--- config.mk ---
export PLATFORM = sky130hd
export DESIGN_NAME = pwr_gate_seq
export DESIGN_NICKNAME = d
export VERILOG_FILES = /design/src/rtl/pwr_gate_pkg.sv /design/src/rtl/pgs_ctrl_reg.sv /design/src/rtl/pgs_wait_timer.sv /design/src/rtl/pgs_fsm.sv /design/src/rtl/pwr_gate_seq.sv
export SDC_FILE = /design/constraint.sdc
export NUM_CORES = 1
export LEC_CHECK = 0
export ABC_AREA = 0
export BUFFER_PORTS_ARGS = -buffer_cell sky130_fd_sc_hd__buf_2
export CORE_MARGIN = 10
export CORE_UTILIZATION = 54
export DETAILED_ROUTE_END_ITERATION = 8
export PLACE_DENSITY = 0.84
export SYNTH_ARGS = -nofsm -noshare
export SYNTH_HDL_FRONTEND = slang
export SYNTH_SLANG_ARGS = --single-unit
--- constraint.sdc ---
create_clock -name clk -period 5.9 [get_ports clk]
set_clock_uncertainty 0.05 [all_clocks]
set_input_delay 0.295 -clock clk [delete_from_list [all_inputs] [get_ports clk]]
set_output_delay 0.295 -clock clk [all_outputs]
set_load 0.01 [all_outputs]
--- src/rtl/pwr_gate_pkg.sv ---
package pwr_gate_pkg;

  localparam int unsigned WAIT_W    = 4;
  localparam int unsigned REG_W     = 32;
  localparam int unsigned BIT_COLL  = 0;
  localparam int unsigned BIT_HW    = 1;
  localparam int unsigned BIT_OVR   = 2;
  localparam int unsigned LSB_WCLK  = 12;
  localparam int unsigned LSB_WFEW  = 16;
  localparam int unsigned LSB_WREST = 20;
  localparam int unsigned BIT_STAT  = 31;
  localparam logic [WAIT_W-1:0] WAIT_RST = 4'd2;

  typedef struct packed {
    logic [WAIT_W-1:0] w_rest;
    logic [WAIT_W-1:0] w_few;
    logic [WAIT_W-1:0] w_clk;
    logic              ovr;
    logic              hw;
    logic              coll;
  } ctrl_t;

  typedef enum logic [3:0] {
    S_OFF,
    S_UP_START,
    S_UP_UNCLAMP,
    S_UP_FEW,
    S_UP_REST,
    S_UP_RST,
    S_ON,
    S_DN_START,
    S_DN_CLKOFF,
    S_DN_SWOFF,
    S_DN_CLAMP
  } seq_state_t;

  typedef struct packed {
    logic clk_en;
    logic clamp;
    logic few;
    logic rest;
    logic rst_n;
    logic retain;
  } dom_ctl_t;

endpackage

--- src/rtl/pgs_ctrl_reg.sv ---
module pgs_ctrl_reg
  import pwr_gate_pkg::*;
(
  input  logic             clk,
  input  logic             rst_n,
  input  logic             wr_en,
  input  logic [REG_W-1:0] wr_data,
  input  logic             status,
  output ctrl_t            ctrl,
  output logic [REG_W-1:0] rd_data
);

  ctrl_t ctrl_q;
  ctrl_t ctrl_d;

  always_comb begin
    ctrl_d        = ctrl_q;
    ctrl_d.coll   = wr_data[BIT_COLL];
    ctrl_d.hw     = wr_data[BIT_HW];
    ctrl_d.ovr    = wr_data[BIT_OVR];
    ctrl_d.w_clk  = wr_data[LSB_WCLK +: WAIT_W];
    ctrl_d.w_few  = wr_data[LSB_WFEW +: WAIT_W];
    ctrl_d.w_rest = wr_data[LSB_WREST +: WAIT_W];
  end

  always_ff @(posedge clk or negedge rst_n) begin
    if (!rst_n) begin
      ctrl_q <= '{w_rest: WAIT_RST, w_few: WAIT_RST, w_clk: WAIT_RST,
                  ovr: 1'b0, hw: 1'b0, coll: 1'b1};
    end else if (wr_en) begin
      ctrl_q <= ctrl_d;
    end
  end

  always_comb begin
    rd_data                         = '0;
    rd_data[BIT_COLL]               = ctrl_q.coll;
    rd_data[BIT_HW]                 = ctrl_q.hw;
    rd_data[BIT_OVR]                = ctrl_q.ovr;
    rd_data[LSB_WCLK +: WAIT_W]     = ctrl_q.w_clk;
    rd_data[LSB_WFEW +: WAIT_W]     = ctrl_q.w_few;
    rd_data[LSB_WREST +: WAIT_W]    = ctrl_q.w_rest;
    rd_data[BIT_STAT]               = status;
  end

  assign ctrl = ctrl_q;

endmodule

--- src/rtl/pgs_wait_timer.sv ---
module pgs_wait_timer #(
  parameter int unsigned CNT_W = 17
) (
  input  logic             clk,
  input  logic             rst_n,
  input  logic             restart,
  input  logic [CNT_W-1:0] len,
  output logic             expired
);

  localparam logic [CNT_W-1:0] ONE = CNT_W'(1);

  logic [CNT_W-1:0] cnt_q;
  logic [CNT_W-1:0] cnt_d;
  logic             cnt_en;

  assign expired = (cnt_q == (len - ONE));
  assign cnt_en  = restart || !expired;
  assign cnt_d   = restart ? '0 : (cnt_q + ONE);

  always_ff @(posedge clk or negedge rst_n) begin
    if (!rst_n) begin
      cnt_q <= '0;
    end else if (cnt_en) begin
      cnt_q <= cnt_d;
    end
  end

endmodule

--- src/rtl/pgs_fsm.sv ---
module pgs_fsm
  import pwr_gate_pkg::*;
#(
  parameter int unsigned START_DLY = 8,
  parameter int unsigned CLK_HOLD  = 8,
  parameter int unsigned CNT_W     = 17
) (
  input  logic             clk,
  input  logic             rst_n,
  input  ctrl_t            ctrl,
  input  logic             hw_on_req,
  input  logic             expired,
  output logic             restart,
  output logic [CNT_W-1:0] len,
  output dom_ctl_t         dom,
  output logic             status
);

  localparam logic [CNT_W-1:0] ONE       = CNT_W'(1);
  localparam logic [CNT_W-1:0] LEN_START = CNT_W'(START_DLY);
  localparam logic [CNT_W-1:0] LEN_HOLD  = CNT_W'(CLK_HOLD);

  seq_state_t state_q;
  seq_state_t state_nxt;
  logic       status_q;
  logic       status_d;
  logic       status_en;
  logic       want_off;
  logic       may_start;

  function automatic logic [CNT_W-1:0] pow2(input logic [WAIT_W-1:0] n);
    return ONE << n;
  endfunction

  assign want_off  = ctrl.hw ? !hw_on_req : ctrl.coll;
  assign may_start = !ctrl.ovr;

  always_comb begin
    state_nxt = state_q;
    len       = ONE;
    unique case (state_q)
      S_OFF:        if (may_start && !want_off) state_nxt = S_UP_START;
      S_UP_START: begin
        len = LEN_START;
        if (expired) state_nxt = S_UP_UNCLAMP;
      end
      S_UP_UNCLAMP: begin
        len = pow2(ctrl.w_clk);
        if (expired) state_nxt = S_UP_FEW;
      end
      S_UP_FEW: begin
        len = pow2(ctrl.w_few);
        if (expired) state_nxt = S_UP_REST;
      end
      S_UP_REST: begin
        len = pow2(ctrl.w_rest);
        if (expired) state_nxt = S_UP_RST;
      end
      S_UP_RST: begin
        len = LEN_HOLD;
        if (expired) state_nxt = S_ON;
      end
      S_ON:         if (may_start && want_off) state_nxt = S_DN_START;
      S_DN_START: begin
        len = LEN_START;
        if (expired) state_nxt = S_DN_CLKOFF;
      end
      S_DN_CLKOFF: begin
        len = pow2(ctrl.w_clk);
        if (expired) state_nxt = S_DN_SWOFF;
      end
      S_DN_SWOFF: begin
        len = pow2(ctrl.w_rest);
        if (expired) state_nxt = S_DN_CLAMP;
      end
      S_DN_CLAMP: begin
        len = pow2(ctrl.w_clk);
        if (expired) state_nxt = S_OFF;
      end
      default:      state_nxt = S_OFF;
    endcase
  end

  assign restart = (state_nxt != state_q);

  always_ff @(posedge clk or negedge rst_n) begin
    if (!rst_n) begin
      state_q <= S_OFF;
    end else begin
      state_q <= state_nxt;
    end
  end

  // settled status only moves when a sequence lands in a stable state
  assign status_en = restart && ((state_nxt == S_ON) || (state_nxt == S_OFF));
  assign status_d  = (state_nxt == S_ON);

  always_ff @(posedge clk or negedge rst_n) begin
    if (!rst_n) begin
      status_q <= 1'b0;
    end else if (status_en) begin
      status_q <= status_d;
    end
  end

  assign status = status_q;

  always_comb begin
    dom = '{clk_en: 1'b0, clamp: 1'b1, few: 1'b0, rest: 1'b0,
            rst_n: 1'b0, retain: 1'b0};
    unique case (state_q)
      S_OFF, S_UP_START: ;
      S_UP_UNCLAMP: dom.clamp = 1'b0;
      S_UP_FEW: begin
        dom.clamp = 1'b0;
        dom.few   = 1'b1;
      end
      S_UP_REST: begin
        dom.clamp = 1'b0;
        dom.few   = 1'b1;
        dom.rest  = 1'b1;
      end
      S_UP_RST: begin
        dom.clamp  = 1'b0;
        dom.few    = 1'b1;
        dom.rest   = 1'b1;
        dom.rst_n  = 1'b1;
        dom.retain = 1'b1;
      end
      S_ON, S_DN_START: begin
        dom.clk_en = 1'b1;
        dom.clamp  = 1'b0;
        dom.few    = 1'b1;
        dom.rest   = 1'b1;
        dom.rst_n  = 1'b1;
        dom.retain = 1'b1;
      end
      S_DN_CLKOFF: begin
        dom.clamp = 1'b0;
        dom.few   = 1'b1;
        dom.rest  = 1'b1;
        dom.rst_n = 1'b1;
      end
      S_DN_SWOFF:   dom.clamp = 1'b0;
      S_DN_CLAMP:   ;
      default:      ;
    endcase
  end

endmodule

--- src/rtl/pwr_gate_seq.sv ---
module pwr_gate_seq
  import pwr_gate_pkg::*;
#(
  parameter int unsigned START_DLY = 8,
  parameter int unsigned CLK_HOLD  = 8
) (
  input  logic             clk,
  input  logic             rst_n,
  input  logic             wr_en,
  input  logic [REG_W-1:0] wr_data,
  input  logic             hw_on_req,
  output logic             clk_en,
  output logic             clamp_en,
  output logic             sw_few_en,
  output logic             sw_rest_en,
  output logic             dom_rst_n,
  output logic             retain_en,
  output logic             pwr_on_status,
  output logic [REG_W-1:0] rd_data
);

  localparam int unsigned CNT_W = (1 << WAIT_W) + 1;

  ctrl_t            ctrl;
  dom_ctl_t         dom;
  logic             status;
  logic             restart;
  logic             expired;
  logic [CNT_W-1:0] len;

  pgs_ctrl_reg u_reg (
    .clk     (clk),
    .rst_n   (rst_n),
    .wr_en   (wr_en),
    .wr_data (wr_data),
    .status  (status),
    .ctrl    (ctrl),
    .rd_data (rd_data)
  );

  pgs_wait_timer #(.CNT_W(CNT_W)) u_timer (
    .clk     (clk),
    .rst_n   (rst_n),
    .restart (restart),
    .len     (len),
    .expired (expired)
  );

  pgs_fsm #(
    .START_DLY (START_DLY),
    .CLK_HOLD  (CLK_HOLD),
    .CNT_W     (CNT_W)
  ) u_fsm (
    .clk       (clk),
    .rst_n     (rst_n),
    .ctrl      (ctrl),
    .hw_on_req (hw_on_req),
    .expired   (expired),
    .restart   (restart),
    .len       (len),
    .dom       (dom),
    .status    (status)
  );

  assign clk_en        = dom.clk_en;
  assign clamp_en      = dom.clamp;
  assign sw_few_en     = dom.few;
  assign sw_rest_en    = dom.rest;
  assign dom_rst_n     = dom.rst_n;
  assign retain_en     = dom.retain;
  assign pwr_on_status = status;

endmodule

==> results of run 1 <==
==> synthesized netlist by cell type, types with 7 or more instances <==
library cell / number / share of area
a21oi_1: 20 / 0.033
xnor2_1: 7 / 0.020
o31ai_1: 15 / 0.037
or4_1: 13 / 0.032
nand4_1: 12 / 0.025
buf_2: 10 / 0.016
inv_1: 12 / 0.015
dfrtp_1: 33 / 0.27
nand3_1: 14 / 0.023
a32oi_1: 15 / 0.043
nand2_1: 17 / 0.021
mux2_2: 15 / 0.055
buf_4: 20 / 0.049
nor3_1: 10 / 0.016
o21ai_0: 9 / 0.015
nor2_1: 16 / 0.020
clkbuf_1: 7 / 0.0086
==> worst min path at each step <==
stage | from | endpoint | slack [ps] | depth (start not counted)
floorplan | rst_n | u_fsm.state_q[0] | -50 | 0
global placement | rst_n | u_reg.ctrl[7] | 390 | 1
detailed placement | rst_n | u_reg.ctrl[7] | 400 | 1
CTS | rst_n | u_timer.cnt_q[16] | 70 | 1
global route | rst_n | u_reg.ctrl[7] | 110 | 1
finish | rst_n | u_reg.ctrl[11] | 50 | 1
==> power groups by stage <==
stage	clock network (mW)	registers [mW]	logic, mW
after global placement	0	0.325	0.213
after floorplan	0	0.321	0.171
after global routing	0.216	0.329	0.248
after detailed placement	0	0.326	0.218
after CTS	0.205	0.322	0.219
final	0.202	0.322	0.222
==> registers in the layout, indices dropped and copies added (netlist names) <==
signal / count
u_timer.cnt_q: 17
u_fsm.status: 1
u_fsm.state_q: 4
u_reg.ctrl: 15
==> cell families (layout without fill, tap and decap cells) <==
logic type,Yosys count,in the layout,synth area share
flops,37,37,0.305
simple gates,118,118,0.229
xor+xnor,8,8,0.0229
mux,17,17,0.0619
compound gates,107,107,0.264
fa+ha+maj,2,2,0.00819
other cells,1,16,0.00123
buf+inv,56,69,0.108
==> cell usage in the layout (no fill, tap or decap), types with 3 or more instances in the layout <==
master	instances
buf_2	41
dfrtp_1	33
a21oi_1	20
nand2_1	17
nor2_1	16
conb_1	16
o31ai_1	15
mux2_2	15
a32oi_1	15
nand3_1	14
or4_1	13
nand4_1	12
inv_1	12
nor3_1	10
o21ai_0	9
buf_4	8
xnor2_1	7
clkbuf_8	7
or3_1	6
a31oi_1	5
o21ai_1	5
and3_1	4
dfstp_2	4
o22ai_1	3
nand2b_1	3
nor4_1	3
==> cell type report <==
cell class	count	area, um^2
fillers	464	2220
multi-input cells	268	1850
flip-flops and latches	37	931
repair buffers	49	265
clock buffers	7	96.3
well taps	72	90.1
inverters	12	45.0
clock inverters	1	5.00
==> layer usage <==
| layer | up-vias | track usage |
|---|---|---|
| li1 | 1387 | - |
| met1 | 1373 | 0.221 |
| met2 | 112 | 0.271 |
| met3 | 4 | 0.0456 |
| met4 | 0 | 0.0387 |
| met5 | - | 0 |
==> stage by stage <==
stage	utilization	cell area, um^2	hold WS, ps
floorplan	-	3110	-50.6
global placement	0.578	3180	387
detailed placement	0.578	3180	404
CTS	0.596	3280	72.0
global route	0.596	3280	113
finish	0.596	3280	47.2
==> worst register-to-register path: stages (launching register included) <==
cell and delay (ps):
dfrtp_1 320, buf_4 230, nor4bb_2 540, o21ai_0 270
nand3_2 240, nor2_1 80, a21oi_1 200, ha_1 250
a21boi_0 430, nand2_1 170, o2111ai_1 210, a21oi_1 90
a2111oi_0 480, nand4_1 300, o41ai_1 310, a211o_1 560
a32oi_1 200
==> results.cfg, run 1 <==
[timing]
finalMaxSlewViolations = 0
relSlewSlack = 0.441
finalHoldViolCount = 0
setup_viol = 0
worst_pin_slew_ps = 838
tns_ps = 0
fin_crit_sh = 0.864
clock.fmax_mhz = 196
setup_slack_ps = 804
rsz0062_at_grt = false
fin_crit_ps = 5100

[detailed_routing]
wl_met2_um = 3580
drc_errors = 0
wirelength_met1_um = 3230
wirelength_um = 7530
route.met3.wl_um = 671
drt_iter0_drc = 307
vias = 2876
viasPerCell = 6.45
dr.pass1.iters = 6
wl_per_cell_um = 16.9
top_layer_used = met4
ant_nets = 0

[global_route]
antenna_found_initial = 0
grt-ovfl-total = 0
grt_max_degree = 43
grt_pass1_vias = 2594
grt_pass1_wl_um = 12600
grt_usage = 0.169

[cells_and_area]
diodes = 0
fin_cells = 446
fin_nets = 411
drive_gt1_frac = 0.243
syn_to_final_growth_pct = 7.50

[critical_path]
cp.buffers_inverters = 1
worstSetupEndpointType = flip-flop
critical_path_required_ps = 5990
cp_common_cell = a21oi_1
max_stage_delay_ps = 560
path_delay_family = compound AO/OA/AOI/OAI gates
cp-startpoint = u_fsm.state_q[3]
worstPathArrival_ps = 5190
path_cells = buf_4 > nor4bb_2 > o21ai_0 > nand3_2 > nor2_1 > a21oi_1 > ha_1 > a21boi_0 > nand2_1 > o2111ai_1 > a21oi_1 > a2111oi_0 > nand4_1 > o41ai_1 > a211o_1 > a32oi_1
cp.depth = 16
crit_end = u_timer.cnt_q[9]
worstSetupStartpointType = flip-flop
path_max_fanout = 23
rr_worst_depth = 16
r2r_end = u_timer.cnt_q[9]
critical_path_class = flip-flop to flip-flop
cp_slowest_cell = a211o_1
r2r_setup_slack_ps = 800
rr_startpoint = u_fsm.state_q[3]

[placed_design]
hpwl_um = 5490
dpl.cell_count = 438
port_buffers = 41
pre_cts_slack_ps = 863
gp_congestion = 0.939

[min_path]
hold_path_class = input port to asynchronous set/reset pin

[die]
rows = 27
die_area_mm2 = 0.00906
die_w_um = 95.2
core_mm2 = 0.00551
ios = 75
chipHeight_um = 95.2
start_util = 0.555

[run]
drv_cap = 0

[power]
p_sw_uw = 264
pwr-share-clk = 0.271
power_per_cell_area_mw_per_mm2 = 227
power.total_uw = 745
peakVddDrop_mv = 0.120
p_sw_frac = 0.354
p_leak_nw = 1.33
p_int_uw = 482
combPwrFrac = 0.297
p_seq_frac = 0.432

[clock_tree]
cts_setup_buffers = 0
htreeDepth = 2
cts_made_buffers = 5
hold_buffers = 0
clock_latency_ps = 300
cts_root_buf = clkbuf_8
cts_sinks = 37
clk_pin_slew_ps = 80
post_cts_resized = 0
cts_tree = yes
clockBufferDepth = 2

[yosys]
synthCells = 346
yosysWarnings = 0
synthArstFlopShare = 1.00
ys_types = 73
synth_edf_count = 0
synth.cell_area_mm2 = 0.00305
ys_seq_area_frac = 0.305
ys_seq_elements = 37
syn_area_per_cell_um2 = 8.83
synth_ff_type = dfrtp_1

[status]
status = completed
Power figures use the tool's default switching activity.
==> run 2, diff against run 1 <==
--- a/config.mk
+++ b/config.mk
@@ -11,6 +11,7 @@
 export CORE_UTILIZATION = 54
 export DETAILED_ROUTE_END_ITERATION = 8
 export PLACE_DENSITY = 0.84
+export REMOVE_ABC_BUFFERS = 1
 export SYNTH_ARGS = -nofsm -noshare
 export SYNTH_HDL_FRONTEND = slang
 export SYNTH_SLANG_ARGS = --single-unit
==> run 2 against run 1 <==
Against the previous run: final area down 0.19%; sequential share of layout area up 0.054 points; count of clock-buffer cells in the layout unchanged; combinational power up 2%; setup slack worse by 400 ps; routed wire length up 7.7%; flip-flop and latch count unchanged; highest routed layer unchanged.
==> results.cfg, run 2 (synthesized netlist as in run 1, its figures left out) <==
[status]
status = completed

[cells_and_area]
fin_nets = 409
layout_common_cells = buf_2, dfrtp_1, a21oi_1, nand2_1
fin_cells = 444
final_area_mm2 = 0.00328
largest-register = u_timer.cnt_q
final_common_cell = buf_2
drive_gt1_frac = 0.239
largest_reg_flops = 17
multiInputGateArea_mm2 = 0.00186
syn_to_final_growth_pct = 7.29
regArea_um2 = 931
diodes = 0
fill_cells = 500

[detailed_routing]
wl_per_cell_um = 18.3
viasPerCell = 6.61
ant_nets = 0
drt_iter0_drc = 249
drc_errors = 0
dr.pass1.iters = 5
vias = 2935
wirelength_um = 8120

[critical_path]
cp_common_cell = a21oi_1
worstSetupEndpointType = flip-flop
critical_path_required_ps = 6000
path_max_fanout = 17
worstPathArrival_ps = 5600
rr_worst_depth = 15
path_cells = and3_1 > o31ai_1 > and4_1 > a21oi_1 > ha_1 > a21boi_0 > nand2_1 > nor3_1 > o41ai_2 > a21oi_1 > or4_4 > nor4_4 > buf_4 > a211o_1 > a32oi_1
max_stage_delay_ps = 950
cp_slowest_cell = o31ai_1
critical_path_class = flip-flop to flip-flop
worstSetupStartpointType = flip-flop

[run]
drv_cap = 0

[clock_tree]
cts_sinks = 37
cts_root_buf = clkbuf_8
clk_pin_slew_ps = 80
cts_tree = yes
clockBufferDepth = 2
clock_latency_ps = 300
hold_buffers = 0
htreeDepth = 2
cts_made_buffers = 5

[placed_design]
gp_congestion = 0.989
dpl.cell_count = 436
port_buffers = 41
hpwl_um = 5870
postPlaceCellArea_mm2 = 0.00317

[global_route]
met3_usage = 0.0299
grt-ovfl-total = 0
met1_usage = 0.239
busiest_layer = met2
grt_pass1_wl_um = 13800
met2_usage = 0.301
grt_usage = 0.184
grt_pass1_vias = 2849
antenna_found_initial = 0
grt_max_degree = 38

[timing]
tns_ps = 0
relSlewSlack = 0.219
finalHoldViolCount = 0
setup_viol = 0
finalMaxSlewViolations = 0
worst_pin_slew_ps = 1160
fin_crit_sh = 0.931
fin_crit_ps = 5490
clock.fmax_mhz = 182
rsz0062_at_grt = false

[die]
die_area_mm2 = 0.00906
start_util = 0.555
chipHeight_um = 95.2
rows = 27
core_mm2 = 0.00551
die_w_um = 95.2
ios = 75

[min_path]
hold_path_class = input port to asynchronous set/reset pin

[power]
peakVddDrop_mv = 0.149
p_leak_nw = 1.32
power_per_cell_area_mw_per_mm2 = 230
-- run 2: routing by layer --
metal  routed length [um]  up-vias
li1                     -     1379
met1                 3560     1432
met2                 3920      108
met3                  511       16
met4                  130        0
met5                    0        -
-- run 2: stage by stage --
step	util	setup slack (ps)	power, mW	hold slack (ps)
6_report	0.595	405	0.754	49.4
5_1_grt	0.595	3.56	0.793	128
4_1_cts	0.594	488	0.751	92.6
3_5_place_dp	0.575	545	0.550	414
3_3_place_gp	0.575	627	0.542	384
2_1_floorplan	-	496	0.480	-50.6
-- run 2: where the power goes --
group	internal, mW	total (mW)	switching (mW)	leakage [nW]
Sequential	0.283	0.323	0.0405	0.465
Combinational	0.0928	0.227	0.134	0.800
Clock	0.106	0.203	0.0974	0.0542
Total	0.481	0.754	0.272	1.32
-- run 2: timing repair --
action                     CTS  global route
buffers inserted             0             0
setup endpoints to repair    0            11
gates resized for setup      0             1
-- run 2: worst paths after layout --
check                                       from           endpoint  slack (ps)
worst max-delay path            u_fsm.state_q[1]   u_timer.cnt_q[3]         410
worst min-delay path                       rst_n      u_reg.ctrl[5]          50
worst max register to register  u_fsm.state_q[1]   u_timer.cnt_q[3]         410
worst min register to register      u_fsm.status       u_fsm.status         470
max in group asynchronous                  rst_n  u_timer.cnt_q[13]        5220
min in group clk                     wr_data[22]     u_reg.ctrl[13]         170
-- run 2: worst max-delay path: cells and delay by family (launching register included) --
| kind | cells | cell delay (ps) |
|---|---|---|
| AOI/OAI and AO/OA | 7 | 2430 |
| and+or+nand+nor | 6 | 1840 |
| DFF | 1 | 530 |
| adders and majority gates | 1 | 260 |
| buffers and inverters | 1 | 210 |
-- run 2: cell type report --
cell class	instances	area share
Multi-Input combinational cell	268	0.567
Sequential cell	37	0.284
Timing Repair Buffer	47	0.0764
Clock buffer	7	0.0294
Tap cell	72	0.0275
Inverter	12	0.0137
Clock inverter	1	0.00153
